==> config.mk <==
export PLATFORM = sky130hd
export DESIGN_NAME = tick_timer
export DESIGN_NICKNAME = d
export VERILOG_FILES = /design/src/rtl/tt_pkg.sv /design/src/rtl/tt_ctl_reg.sv /design/src/rtl/tt_counter.sv /design/src/rtl/tt_fsm.sv /design/src/rtl/tick_timer.sv
export SDC_FILE = /design/constraint.sdc
export NUM_CORES = 1
export LEC_CHECK = 0
export BUFFER_PORTS_ARGS = -buffer_cell sky130_fd_sc_hd__buf_2
export CORE_MARGIN = 2
export CORE_UTILIZATION = 40
export CTS_CLUSTER_DIAMETER = 200
export CTS_CLUSTER_SIZE = 24
export DETAILED_ROUTE_END_ITERATION = 7
export GPL_ROUTABILITY_DRIVEN = 0
export GPL_TIMING_DRIVEN = 1
export PLACE_DENSITY = 0.57
export RECOVER_POWER = 100
export SYNTH_ARGS = -nofsm -noshare
export SYNTH_HDL_FRONTEND = slang
export SYNTH_SLANG_ARGS = --single-unit
==> constraint.sdc <==
create_clock -name clk -period 6.25 [get_ports clk]
set_input_delay 0.9375 -clock clk [delete_from_list [all_inputs] [get_ports clk]]
set_output_delay 0.9375 -clock clk [all_outputs]
set_load 0.01 [all_outputs]
==> src/rtl/tt_pkg.sv <==
package tt_pkg;
    typedef enum logic [1:0] {
        TM_OFF     = 2'b00,
        TM_RESTART = 2'b01,
        TM_ONESHOT = 2'b10,
        TM_FREE    = 2'b11
    } tmode_e;

    typedef enum logic [1:0] {
        ST_IDLE = 2'b00,
        ST_RUN  = 2'b01,
        ST_HALT = 2'b10
    } tstate_e;

    localparam int unsigned HDR_BITS = 4;
endpackage

==> src/rtl/tt_ctl_reg.sv <==
module tt_ctl_reg
    import tt_pkg::*;
#(
    parameter int unsigned DATA_W = 32,
    localparam int unsigned PER_W = DATA_W - HDR_BITS
) (
    input  logic             clk,
    input  logic             rst_n,
    input  logic             ctl_wr,
    input  logic [DATA_W-1:0] wdata,
    input  logic             hit,
    output tmode_e           mode_o,
    output logic             ie_o,
    output logic             pend_o,
    output logic [PER_W-1:0] period_o
);
    localparam int unsigned IE_BIT   = PER_W + 1;
    localparam int unsigned PEND_BIT = PER_W;

    tmode_e           mode_q;
    logic             ie_q;
    logic             pend_q;
    logic [PER_W-1:0] period_q;

    always_ff @(posedge clk or negedge rst_n) begin
        if (!rst_n) begin
            mode_q   <= TM_OFF;
            ie_q     <= 1'b0;
            period_q <= '0;
        end else if (ctl_wr) begin
            mode_q   <= tmode_e'(wdata[DATA_W-1:DATA_W-2]);
            ie_q     <= wdata[IE_BIT];
            period_q <= wdata[PER_W-1:0];
        end
    end

    // Sticky pending: software may only clear it
    always_ff @(posedge clk or negedge rst_n) begin
        if (!rst_n) begin
            pend_q <= 1'b0;
        end else if (ctl_wr) begin
            pend_q <= pend_q & wdata[PEND_BIT];
        end else if (hit && ie_q) begin
            pend_q <= 1'b1;
        end
    end

    assign mode_o   = mode_q;
    assign ie_o     = ie_q;
    assign pend_o   = pend_q;
    assign period_o = period_q;
endmodule

==> src/rtl/tt_counter.sv <==
module tt_counter #(
    parameter int unsigned DATA_W = 32,
    parameter int unsigned PER_W  = 28
) (
    input  logic              clk,
    input  logic              rst_n,
    input  logic              cnt_wr,
    input  logic [DATA_W-1:0] wdata,
    input  logic              adv,
    input  logic              clr,
    input  logic [PER_W-1:0]  period,
    output logic [DATA_W-1:0] count_o,
    output logic              match_next
);
    logic [DATA_W-1:0] count_q;
    logic [DATA_W-1:0] count_inc;

    assign count_inc = count_q + 1'b1;

    // Equality on the low field only: wrap is handled naturally
    assign match_next = (count_inc[PER_W-1:0] == period);

    always_ff @(posedge clk or negedge rst_n) begin
        if (!rst_n) begin
            count_q <= '0;
        end else if (cnt_wr) begin
            count_q <= wdata;
        end else if (clr) begin
            count_q <= '0;
        end else if (adv) begin
            count_q <= count_inc;
        end
    end

    assign count_o = count_q;
endmodule

==> src/rtl/tt_fsm.sv <==
module tt_fsm
    import tt_pkg::*;
(
    input  logic    clk,
    input  logic    rst_n,
    input  logic    tick_en,
    input  logic    any_wr,
    input  logic    ctl_wr,
    input  tmode_e  new_mode,
    input  tmode_e  cur_mode,
    input  logic    match_next,
    output logic    adv,
    output logic    clr,
    output logic    hit,
    output tstate_e state_o
);
    tstate_e state_q;
    tstate_e state_d;
    logic    tick_ok;

    assign tick_ok = tick_en && !any_wr;

    always_ff @(posedge clk or negedge rst_n) begin
        if (!rst_n) begin
            state_q <= ST_IDLE;
        end else begin
            state_q <= state_d;
        end
    end

    always_comb begin
        state_d = state_q;
        if (ctl_wr) begin
            state_d = (new_mode == TM_OFF) ? ST_IDLE : ST_RUN;
        end else begin
            unique case (state_q)
                ST_IDLE: state_d = ST_IDLE;
                ST_RUN: begin
                    if (tick_ok && match_next && cur_mode == TM_ONESHOT) begin
                        state_d = ST_HALT;
                    end
                end
                ST_HALT: state_d = ST_HALT;
                default: state_d = ST_IDLE;
            endcase
        end
    end

    always_comb begin
        adv = 1'b0;
        clr = 1'b0;
        hit = 1'b0;
        unique case (state_q)
            ST_IDLE: ;
            ST_RUN: begin
                if (tick_ok) begin
                    hit = match_next;
                    if (match_next && cur_mode == TM_RESTART) begin
                        clr = 1'b1;
                    end else begin
                        adv = 1'b1;
                    end
                end
            end
            ST_HALT: ;
            default: ;
        endcase
    end

    assign state_o = state_q;
endmodule

==> src/rtl/tick_timer.sv <==
module tick_timer
    import tt_pkg::*;
#(
    parameter int unsigned DATA_W = 32,
    localparam int unsigned PER_W = DATA_W - HDR_BITS
) (
    input  logic              clk,
    input  logic              rst_n,
    input  logic              tick_en,
    input  logic              reg_we,
    input  logic              reg_addr,
    input  logic [DATA_W-1:0] reg_wdata,
    output logic [DATA_W-1:0] reg_rdata,
    output logic              irq
);
    logic              ctl_wr;
    logic              cnt_wr;
    tmode_e            mode;
    logic              ie;
    logic              pend;
    logic [PER_W-1:0]  period;
    logic [DATA_W-1:0] count;
    logic              match_next;
    logic              adv;
    logic              clr;
    logic              hit;
    tstate_e           state;

    assign ctl_wr = reg_we && !reg_addr;
    assign cnt_wr = reg_we &&  reg_addr;

    tt_ctl_reg #(.DATA_W(DATA_W)) u_ctl (
        .clk      (clk),
        .rst_n    (rst_n),
        .ctl_wr   (ctl_wr),
        .wdata    (reg_wdata),
        .hit      (hit),
        .mode_o   (mode),
        .ie_o     (ie),
        .pend_o   (pend),
        .period_o (period)
    );

    tt_counter #(.DATA_W(DATA_W), .PER_W(PER_W)) u_cnt (
        .clk        (clk),
        .rst_n      (rst_n),
        .cnt_wr     (cnt_wr),
        .wdata      (reg_wdata),
        .adv        (adv),
        .clr        (clr),
        .period     (period),
        .count_o    (count),
        .match_next (match_next)
    );

    tt_fsm u_fsm (
        .clk        (clk),
        .rst_n      (rst_n),
        .tick_en    (tick_en),
        .any_wr     (reg_we),
        .ctl_wr     (ctl_wr),
        .new_mode   (tmode_e'(reg_wdata[DATA_W-1:DATA_W-2])),
        .cur_mode   (mode),
        .match_next (match_next),
        .adv        (adv),
        .clr        (clr),
        .hit        (hit),
        .state_o    (state)
    );

    assign reg_rdata = reg_addr ? count : {mode, ie, pend, period};
    assign irq       = pend & ie;
endmodule

==> reports/summary.txt <==
Outcome = finished with violations
Failing checks = capacitance limit, slew limit
Endpoint class of the critical path = flip-flop
Max Cap Viol = 2
First-pass GRT wire length = 25510 um
Distinct cells, synth = 67
Largest net degree at the start of global routing = 67
Worst endpoint required time = 6.51 ns
Critical path fanouts, max = 31
Fin. max-slew vios = 104
P&R area growth vs syn = 13.19%
Post-Synthesis Cells = 625
Post-CTS resize count = 0
RSZ-0062 raised after global routing = no
Nets = 698
Tot GR Track Use = 0.2460
Starting density of the core = 0.4121
CTS tree = yes
HP Class = reg2reg
Initial antenna violation count = 0
First DRT Iteration DRCs = 359
Static Leak = 2.294 nW
Post-DP HPWL = 10500 um
Met1 Use GR = 0.3574
Yosys top cell by area = dfrtp_1
Hold buffers post-CTS = 0
Async set-reset flop share out of synthesis = 1.000
Setup repair bufs after CTS = 0
Final setup viols = 0
Worst slew margin relative to its limit = -1.476
Setup Crit Path Kind = reg2reg
# DRC = 0
WP data arrival = 5.23 ns
Via density = 5.843
Total CTS buffers = 9
Peak supply drop = 0.1323 mV
DR vias = 4861
Syn avg cell area = 7.954 um^2
Ant. Diodes = 0
Core area = 0.01206 mm^2
# rows = 40
Tcrit/Tclk final = 0.7945
Post-synth design cell area = 0.004971 mm^2
Commonest non-fill, non-tap cell in the layout = nand2_1
Clk_skew = 0.006507 ns
Die footprint = 0.01334 mm^2
CTS sink cnt = 66
Die Span Y = 115.5 um
Sequential-to-total area share from yosys stat = 0.3322
Least-Margin Pin Slew = 3.714 ns
Setup TNS = 0 ns
Number of flops mapped to enable cells by yosys = 0
Most common cell on crit path = o21ai_0
Routed WL = 15500 um
Period minus WS final = 4.965 ns
GRT met2 Usage = 0.3673
GRT Max-Usage Layer = met2
Drt pass-1 iters = 5
Fillers = 1227
Per-cell routed wire length = 18.63 um
Seq cells post-synth = 66
Share of the synthesized area in the top cell type = 0.3322
Vias in the first global route = 4799
PD cells = 278.9 mW/mm^2
Worst path cell trace = ha_1, and4_1, nand4_1, nor4_1, xnor2_1, o2111ai_1, nand4bb_1, o31a_1, o21ai_0, o21ai_0
CTS HTree Levels = 3
Worst path max stage delay = 1.07 ns
Clk pin slew, worst setup/hold paths = 0.06 ns
Clock latency on the worst-skew pair = 0.35 ns
Port buffer count = 69
Slowest cell on crit path = o31a_1
Syn_nets = 664
Global route overflow = 0
Die W = 115.5 um
Synth area leaders = dfrtp_1, nand2_1, mux2_2, xnor2_1, o21ai_0
Final ANT Viol Nets = 0
Overall power = 1.569 mW
Fmax = 201.4 MHz
Final Hold Vio Count = 0
Syn. warnings = 0
Fraction of layout cells with a size suffix above 1 = 0.1536
Crit start category = flip-flop
IO Pins = 70
Synth Flop Type = dfrtp_1
CTS max path bufs = 2
M3 GR Usage = 0.03923
Most frequent cells in the layout = nand2_1, dfrtp_1, o21ai_0, buf_2, clkbuf_1
Root Buffer = clkbuf_16
## report_power, final
group	internal (mW)	total, mW	switching [mW]
Combinational	0.164	0.376	0.212
Clock	0.410	0.602	0.192
Sequential	0.484	0.592	0.108
## metrics by stage
stage | instances | cell area [um^2] | setup slack, ns | util | hold WS [ns]
3_3_place_gp | 816 | 5334 | 1.919 | 0.4422 | 0.4920
4_1_cts | 832 | 5687 | 1.616 | 0.4715 | 0.5203
3_5_place_dp | 816 | 5334 | 1.646 | 0.4422 | 0.5052
5_1_grt | 832 | 5627 | 0.7660 | 0.4665 | 0.5315
6_report | 832 | 5627 | 1.285 | 0.4665 | 0.5188
2_1_floorplan | 625 | 4971 | 3.214 | - | 0.4669
## worst max-delay path: cells and delay by family (launching register included)
family / cells / cell delay (ns)
flip-flops: 1 / 0.50
AO/OA/AOI/OAI: 4 / 1.80
adder cells (fa/ha/maj): 1 / 0.34
AND/OR/NAND/NOR: 4 / 2.10
XOR/XNOR: 1 / 0.14
## state kept, by name, summed over array words and instances (netlist names)
name,count
u_ctl.ie_o,1
u_ctl.mode_o,2
u_fsm.state_o,2
u_cnt.count_o,32
u_ctl.pend_o,1
u_ctl.period_o,28
## worst paths after layout
check,start,to,slack (ns),cells past startpoint
max in group asynchronous,rst_n,u_ctl.period_o[10]$_DFFE_PN0P_,2.16,2
min,u_ctl.period_o[23]$_DFFE_PN0P_,u_ctl.period_o[23]$_DFFE_PN0P_,0.52,2
max,u_cnt.count_o[0]$_DFFE_PN0P_,u_cnt.count_o[8]$_DFFE_PN0P_,1.28,10
min reg2reg,u_ctl.period_o[23]$_DFFE_PN0P_,u_ctl.period_o[23]$_DFFE_PN0P_,0.52,2
max reg2reg,u_cnt.count_o[0]$_DFFE_PN0P_,u_cnt.count_o[8]$_DFFE_PN0P_,1.28,10
min in group asynchronous,rst_n,u_ctl.period_o[6]$_DFFE_PN0P_,1.96,2
## area by class of cell
type	instances	area (um^2)	share of cell area
clock buffers	11	252.7	0.04492
inverters	10	37.54	0.006671
flip-flops and latches	66	1652	0.2935
multi-input cells	498	3039	0.5401
well taps	168	210.2	0.03736
clock inverters	5	100.1	0.01779
repair buffers	74	335.3	0.05960
## cells in the mapped netlist, drive strengths merged, types with 2 or more instances
cell type,instances
mux2,35
nor2,12
a22oi,6
a22o,6
o22a,2
a31oi,4
dfrtp,66
or3,9
o31ai,8
nand4,19
or2,2
and3b,2
inv,10
xor2,13
xnor2,25
and2,7
nand3,25
nor4b,2
and4,4
a21o,2
or4,5
nor4,11
o211ai,3
nor3,14
nand3b,3
a21oi,23
nand2b,5
clkbuf,36
ha,2
nand2,155
buf,15
o2111ai,6
and3,12
o21ai,50
a221oi,2
nor2b,4
a211o,4
## kinds of logic after synthesis
| group | synth area share |
|---|---|
| XOR/XNOR | 0.06695 |
| AO/OA/AOI/OAI | 0.1634 |
| multiplexers | 0.08130 |
| AND/OR/NAND/NOR | 0.2968 |
| buffers and inverters | 0.05436 |
| flip-flops | 0.3322 |
| adder cells (fa/ha/maj) | 0.005033 |
## per-layer routing
layer,vias to the layer above,part of all wire,wire length (um)
li1,2298,-,-
met1,2354,0.48,7497
met2,183,0.44,6798
met3,26,0.055,859
met4,0,0.022,342
met5,-,0,0
No activity file was read; power rests on OpenSTA's default activity.
